[src/rtl/mem_operand_agen.sv]
module mem_operand_agen #(
  parameter int XLEN = 32,
  parameter int NGPR = 8,
  parameter int NSEG = 6,
  parameter int WINB = 5
) (
  input  logic                 clk,
  input  logic                 rst_n,
  input  logic                 req_valid,
  input  logic                 addr32,
  input  logic [7:0]           modrm,
  input  logic [WINB*8-1:0]    win,
  input  logic [NGPR*XLEN-1:0] gpr,
  input  logic [NSEG*XLEN-1:0] seg_base,
  input  logic [2:0]           seg_ovr,
  output logic                 res_valid,
  output logic [XLEN-1:0]      offset,
  output logic [2:0]           seg_sel,
  output logic [XLEN-1:0]      lin_addr,
  output logic [2:0]           extra_bytes
);
  localparam logic [2:0] SEG_SS = 3'd2;
  localparam logic [2:0] SEG_DS = 3'd3;

  logic [1:0] md;
  logic [2:0] rm;
  assign md = modrm[7:6];
  assign rm = modrm[2:0];

  function automatic logic [XLEN-1:0] rd(input logic [NGPR*XLEN-1:0] f, input logic [2:0] n);
    return f[n*XLEN +: XLEN];
  endfunction

  // 16-bit path
  logic [15:0] bx, bp, si, di, b16, d16, sum16;
  logic [2:0]  nb16;
  logic        ss16;
  assign bx = rd(gpr, 3'd3)[15:0];
  assign bp = rd(gpr, 3'd5)[15:0];
  assign si = rd(gpr, 3'd6)[15:0];
  assign di = rd(gpr, 3'd7)[15:0];

  always_comb begin
    case (rm)
      3'd0: b16 = bx + si;
      3'd1: b16 = bx + di;
      3'd2: b16 = bp + si;
      3'd3: b16 = bp + di;
      3'd4: b16 = si;
      3'd5: b16 = di;
      3'd6: b16 = (md == 2'd0) ? 16'h0 : bp;
      default: b16 = bx;
    endcase
    case (md)
      2'd1: begin d16 = {{8{win[7]}}, win[7:0]}; nb16 = 3'd1; end
      2'd2: begin d16 = win[15:0]; nb16 = 3'd2; end
      default: begin
        d16  = (rm == 3'd6) ? win[15:0] : 16'h0;
        nb16 = (rm == 3'd6) ? 3'd2 : 3'd0;
      end
    endcase
    ss16  = (rm == 3'd2) || (rm == 3'd3) || (rm == 3'd6 && md != 2'd0);
    sum16 = b16 + d16;
  end

  // 32-bit path
  logic            has_sib, has_base, disp32_only;
  logic [7:0]      sib;
  logic [2:0]      base_n;
  logic [XLEN-1:0] base_v, idx_v, d32, dwin, sum32;
  logic [7:0]      d8;
  logic [2:0]      nb32;

  assign has_sib = (rm == 3'd4);
  assign sib     = win[7:0];
  assign d8      = has_sib ? win[15:8] : win[7:0];
  assign dwin    = has_sib ? win[39:8] : win[31:0];

  always_comb begin
    base_n      = has_sib ? sib[2:0] : rm;
    disp32_only = (md == 2'd0) && (base_n == 3'd5);
    has_base    = !disp32_only;
    base_v      = has_base ? rd(gpr, base_n) : '0;
    if (has_sib && sib[5:3] != 3'd4)
      idx_v = rd(gpr, sib[5:3]) << sib[7:6];
    else
      idx_v = '0;
    case (md)
      2'd1: begin d32 = {{(XLEN-8){d8[7]}}, d8}; nb32 = 3'd1; end
      2'd2: begin d32 = dwin; nb32 = 3'd4; end
      default: begin
        d32  = disp32_only ? dwin : '0;
        nb32 = disp32_only ? 3'd4 : 3'd0;
      end
    endcase
    sum32 = base_v + idx_v + d32;
  end

  logic [XLEN-1:0] off_c;
  logic [2:0]      seg_c, nb_c;
  logic            ss32;
  assign ss32  = has_base && (base_n == 3'd4 || base_n == 3'd5);
  assign off_c = addr32 ? sum32 : {{(XLEN-16){1'b0}}, sum16};
  assign nb_c  = addr32 ? (nb32 + {2'b0, has_sib}) : nb16;
  assign seg_c = (seg_ovr != 3'd0) ? (seg_ovr - 3'd1)
               : ((addr32 ? ss32 : ss16) ? SEG_SS : SEG_DS);

  always_ff @(posedge clk) begin
    if (!rst_n) begin
      res_valid   <= 1'b0;
      offset      <= '0;
      seg_sel     <= '0;
      lin_addr    <= '0;
      extra_bytes <= '0;
    end else begin
      res_valid <= req_valid && (md != 2'd3);
      if (req_valid && md != 2'd3) begin
        offset      <= off_c;
        seg_sel     <= seg_c;
        lin_addr    <= off_c + seg_base[seg_c*XLEN +: XLEN];
        extra_bytes <= nb_c;
      end
    end
  end

  // a result follows exactly the memory-form requests
  a_r1_valid_follows: assert property (@(posedge clk) disable iff (!rst_n)
    $past(rst_n) |-> (res_valid == $past(req_valid && modrm[7:6] != 2'd3)));
  // 16-bit results never carry high bits
  a_r2_wrap16: assert property (@(posedge clk) disable iff (!rst_n)
    (res_valid && !$past(addr32)) |-> (offset[31:16] == 16'h0));
  // override wins over the default segment
  a_r10_override: assert property (@(posedge clk) disable iff (!rst_n)
    (res_valid && $past(seg_ovr) != 3'd0) |-> (seg_sel == $past(seg_ovr) - 3'd1));
  // never more than a SIB byte and four displacement bytes
  a_r12_bytes_bound: assert property (@(posedge clk) disable iff (!rst_n)
    res_valid |-> (extra_bytes <= 3'd5));
  // a 16-bit request without override lands on SS or DS only
  a_r4_seg16_range: assert property (@(posedge clk) disable iff (!rst_n)
    (res_valid && !$past(addr32) && $past(seg_ovr) == 3'd0) |->
      (seg_sel == SEG_SS || seg_sel == SEG_DS));
  // selected segment stays in range
  a_r11_seg_range: assert property (@(posedge clk) disable iff (!rst_n)
    res_valid |-> (seg_sel < 3'(NSEG)));
endmodule

[config.mk]
export PLATFORM = sky130hd
export DESIGN_NAME = mem_operand_agen
export DESIGN_NICKNAME = d
export VERILOG_FILES = /design/src/rtl/mem_operand_agen.sv
export SDC_FILE = /design/constraint.sdc
export NUM_CORES = 1
export LEC_CHECK = 0
export BUFFER_PORTS_ARGS = -buffer_cell sky130_fd_sc_hd__buf_4
export CORE_AREA = 2 2 222 224
export DETAILED_ROUTE_END_ITERATION = 6
export DIE_AREA = 0 0 224 226
export PLACE_DENSITY = 0.6
export SETUP_SLACK_MARGIN = 0.2
export SYNTH_ARGS = -nofsm -noshare
export SYNTH_HDL_FRONTEND = slang
export SYNTH_SLANG_ARGS = --single-unit
[constraint.sdc]
create_clock -name clk -period 7.2 [get_ports clk]
set_clock_uncertainty 0.05 [all_clocks]
set_input_delay 0.36 -clock clk [delete_from_list [all_inputs] [get_ports clk]]
set_output_delay 0.36 -clock clk [all_outputs]
set_load 0.02 [all_outputs]
==> impl_results.md <==
- Routability cong.: 1.028
- Via count: roughly 21000
- Boundary pin count: 574
- Post-Route Utilization: 0.4934
- Die X: 224 um
- Worst Setup Start Kind: primary input
- DR iter-0 viols: 2004
- CTS clock-pin slew for the worst setup and hold paths: approximately 50 ps
- Syn. warnings: 0
- Crit-path most repeated cell: a21oi_2
- Final Cycle Share: 0.9445
- # DRC: 0
- Non-filler cells in the finished layout: 3561
- Max Cap Viol: 0
- Synth Net Count: 2966
- Status: finished, final reports clean
- Most frequent cells in the layout: buf_4, nand2_1, nand3_1
- Power Density: 157.4 nW/um^2
- Max Clock Freq: 0.1471 GHz
- Core Box Area: about 48000 um^2
- Vias in the first global route: 20141
- Synth unique cells: 96
- Hold Crit Depth: 2
- Worst setup path start: modrm[1]
- End of the worst register-to-register path: lin_addr[31]$_SDFFE_PN0P_
- Post-synthesis register bit count: 71
- CP max stage cell: a221o_1
- Slew HR: 0.4673
- CTS tree: yes
- Pin count of the biggest net entering global routing: 84
- Number of fill cells: 4840
- Fraction of layout cells with a size suffix above 1: 0.3504
- Synthesis-to-layout area growth: 40.00%
- H-tree levels: 3
- Syn Area/Cell: 7.369 um^2
- GR Overflow Total: 0
- Port Buffers: 570
- Post-route ant nets: 0
- Commonest non-fill, non-tap cell in the layout: buf_4
- Hold path startpoint: offset[28]$_SDFFE_PN0P_
- Fin. Hold Viols: 0
- Starting density of the core: 0.3524
- Clk_lat worst skew: ~350 ps
- CTS sink count: 71
- Worst VDD drop: approximately 0.14 mV
- Crit path time final: 6800 ps
- DRT Pass-1 Iters: 5
- Die Ht: 226 um
- Worst EP required: 7360 ps
- First-pass GRT wire length: 120.0 mm
- Num CTS Buffers: 9
- Critical path class: primary input to flip-flop
- Slew Viols, Final: 0
- CP Capture Type: flip-flop
- Detail Placement HPWL: approximately 67 mm
- Antenna violations before repair: 9
- Hold Crit Endpoint: offset[28]$_SDFFE_PN0P_
- Clk buf depth: 2
- Worst min-delay path category: flip-flop to flip-flop
- Vias per cell: 5.797
- Post-Route WL: 81.54 mm
- Placed insts: 3525
- Reg2reg start: lin_addr[31]$_SDFFE_PN0P_
- GRT Util Overall: 0.3065
- Syn Inst Count: 2312
- Pwr Total: 3.754 mW
- Site Rows: 81
- Least-Margin Pin Slew: 799.1 ps
- Final count of negative-setup-slack endpoints: 0
- Reg2reg setup slack: about 6300 ps
- RSZ-0062 raised after global routing: false
- Reg2reg path depth: 3
- Largest stage delay, worst path: 400 ps
- Post-Synthesis Cell Area: between 15000 and 20000 um^2
- CTS Root Cell: clkbuf_16
- Number of synthesized flops with an enable pin: 0
- Nets: ~3600
- Sequential share of the synthesized area: 0.08343
- Full die area: 50620 um^2
- Post-synth ARST share: 0
- CP max FO: 3
- WL per Instance: 22.90 um
- Dominant synthesized flop cell: dfxtp_1
- Post-CTS Hold Fix Bufs: 0
- CP arrival: 6960 ps
- Static leakage: 11.19 nW
-- repair_timing --
item                       4_1_cts  5_1_grt
setup endpoints to repair        5       17
buffers inserted                 0       13
resized for setup                3      107
gates cloned                     0        3
pin swaps                        0       55
-- synthesized netlist by cell type (7+ instances only) --
cell / count / area share
nand2_1: 517 / 0.11
nand3_1: 166 / 0.049
o21ai_0: 158 / 0.046
a21oi_1: 128 / 0.038
clkbuf_1: 115 / 0.025
ha_1: 115 / 0.084
nor2_1: 96 / 0.021
mux4_2: 94 / 0.12
mux2i_1: 93 / 0.055
dfxtp_1: 71 / 0.083
inv_1: 59 / 0.013
mux2_2: 55 / 0.036
xnor2_1: 47 / 0.024
a21o_1: 44 / 0.019
buf_1: 38 / 0.0084
a21boi_0: 36 / 0.016
fa_1: 36 / 0.042
xor2_1: 36 / 0.019
and2_1: 32 / 0.012
and3_1: 28 / 0.010
a311oi_1: 23 / 0.012
nor3_1: 23 / 0.0068
o22ai_1: 23 / 0.0084
o21a_1: 19 / 0.0084
nor2b_1: 16 / 0.0059
nor3b_1: 15 / 0.0066
o21bai_1: 14 / 0.0062
nand2b_1: 13 / 0.0048
o21ai_1: 12 / 0.0035
a31oi_1: 11 / 0.0040
a22oi_1: 9 / 0.0040
nand3b_1: 9 / 0.0040
o211ai_1: 9 / 0.0040
o22a_1: 9 / 0.0046
or3_1: 9 / 0.0033
a211oi_1: 8 / 0.0035
o211a_1: 8 / 0.0047
nand4_1: 7 / 0.0026
o31ai_1: 7 / 0.0031
-- logic make-up after synthesis --
logic type,synth area share
mux,0.2181
fa+ha+maj,0.1279
buf+inv,0.04987
xor+xnor,0.04267
flops,0.08343
compound gates,0.2255
simple gates,0.2525
-- area by class of cell --
cell class	count	area, um^2	area share
Inverter	60	225.2	0.009442
Antenna cell	5	12.51	0.0005246
Tap cell	622	778.2	0.03263
Clock inverter	3	42.54	0.001784
Clock buffer	12	256.5	0.01075
Sequential cell	71	1421	0.05959
Timing Repair Buffer	765	5873	0.2462
Multi-Input combinational cell	2023	15240	0.6390
-- critical path, delay by kind of cell --
family	cells	cell delay [ps]
AO/OA/AOI/OAI	18	2960
XOR/XNOR	2	210
adder cells (fa/ha/maj)	5	1280
buffers and inverters	3	390
multiplexers	2	610
AND/OR/NAND/NOR	6	1120
-- routing by layer --
layer / up-vias / global-route usage / wire, um
met5: - / 0 / 51
met4: 4 / 0.09892 / 2979
met3: 148 / 0.04645 / 5611
met2: 877 / 0.5126 / 38730
met1: 9947 / 0.4045 / 34160
li1: 9668 / - / -
-- how the worst max path moves through the flow --
stage / to / cells after the start
global route: lin_addr[29]$_SDFFE_PN0P_ / 37
finish: lin_addr[29]$_SDFFE_PN0P_ / 36
global placement: lin_addr[24]$_SDFFE_PN0P_ / 31
CTS: lin_addr[29]$_SDFFE_PN0P_ / 37
floorplan: lin_addr[24]$_SDFFE_PN0P_ / 33
detailed placement: lin_addr[24]$_SDFFE_PN0P_ / 31
-- metrics by stage --
step / setup TNS, ps / instance area (um^2) / hold slack [ps] / worst slack (ps)
CTS: 0 / 23230 / 419.0 / 180.6
floorplan: 0 / 17070 / 486.1 / 159.6
finish: 0 / 23850 / 413.8 / 399.8
global route: 0 / 23850 / 442.3 / 157.6
detailed placement: -1518 / 22920 / 411.3 / -234.6
global placement: -552.3 / 22920 / 405.1 / -161.9
-- flip-flops by register name, indices dropped and copies added, names as in the netlist --
signal       flops
lin_addr        32
extra_bytes      3
res_valid        1
seg_sel          3
offset          32
-- power by group --
group	switching, mW	internal (mW)
registers	0.0388	0.456
clock network	0.182	0.285
logic	1.49	1.30
(Power assumes the default switching activity.)
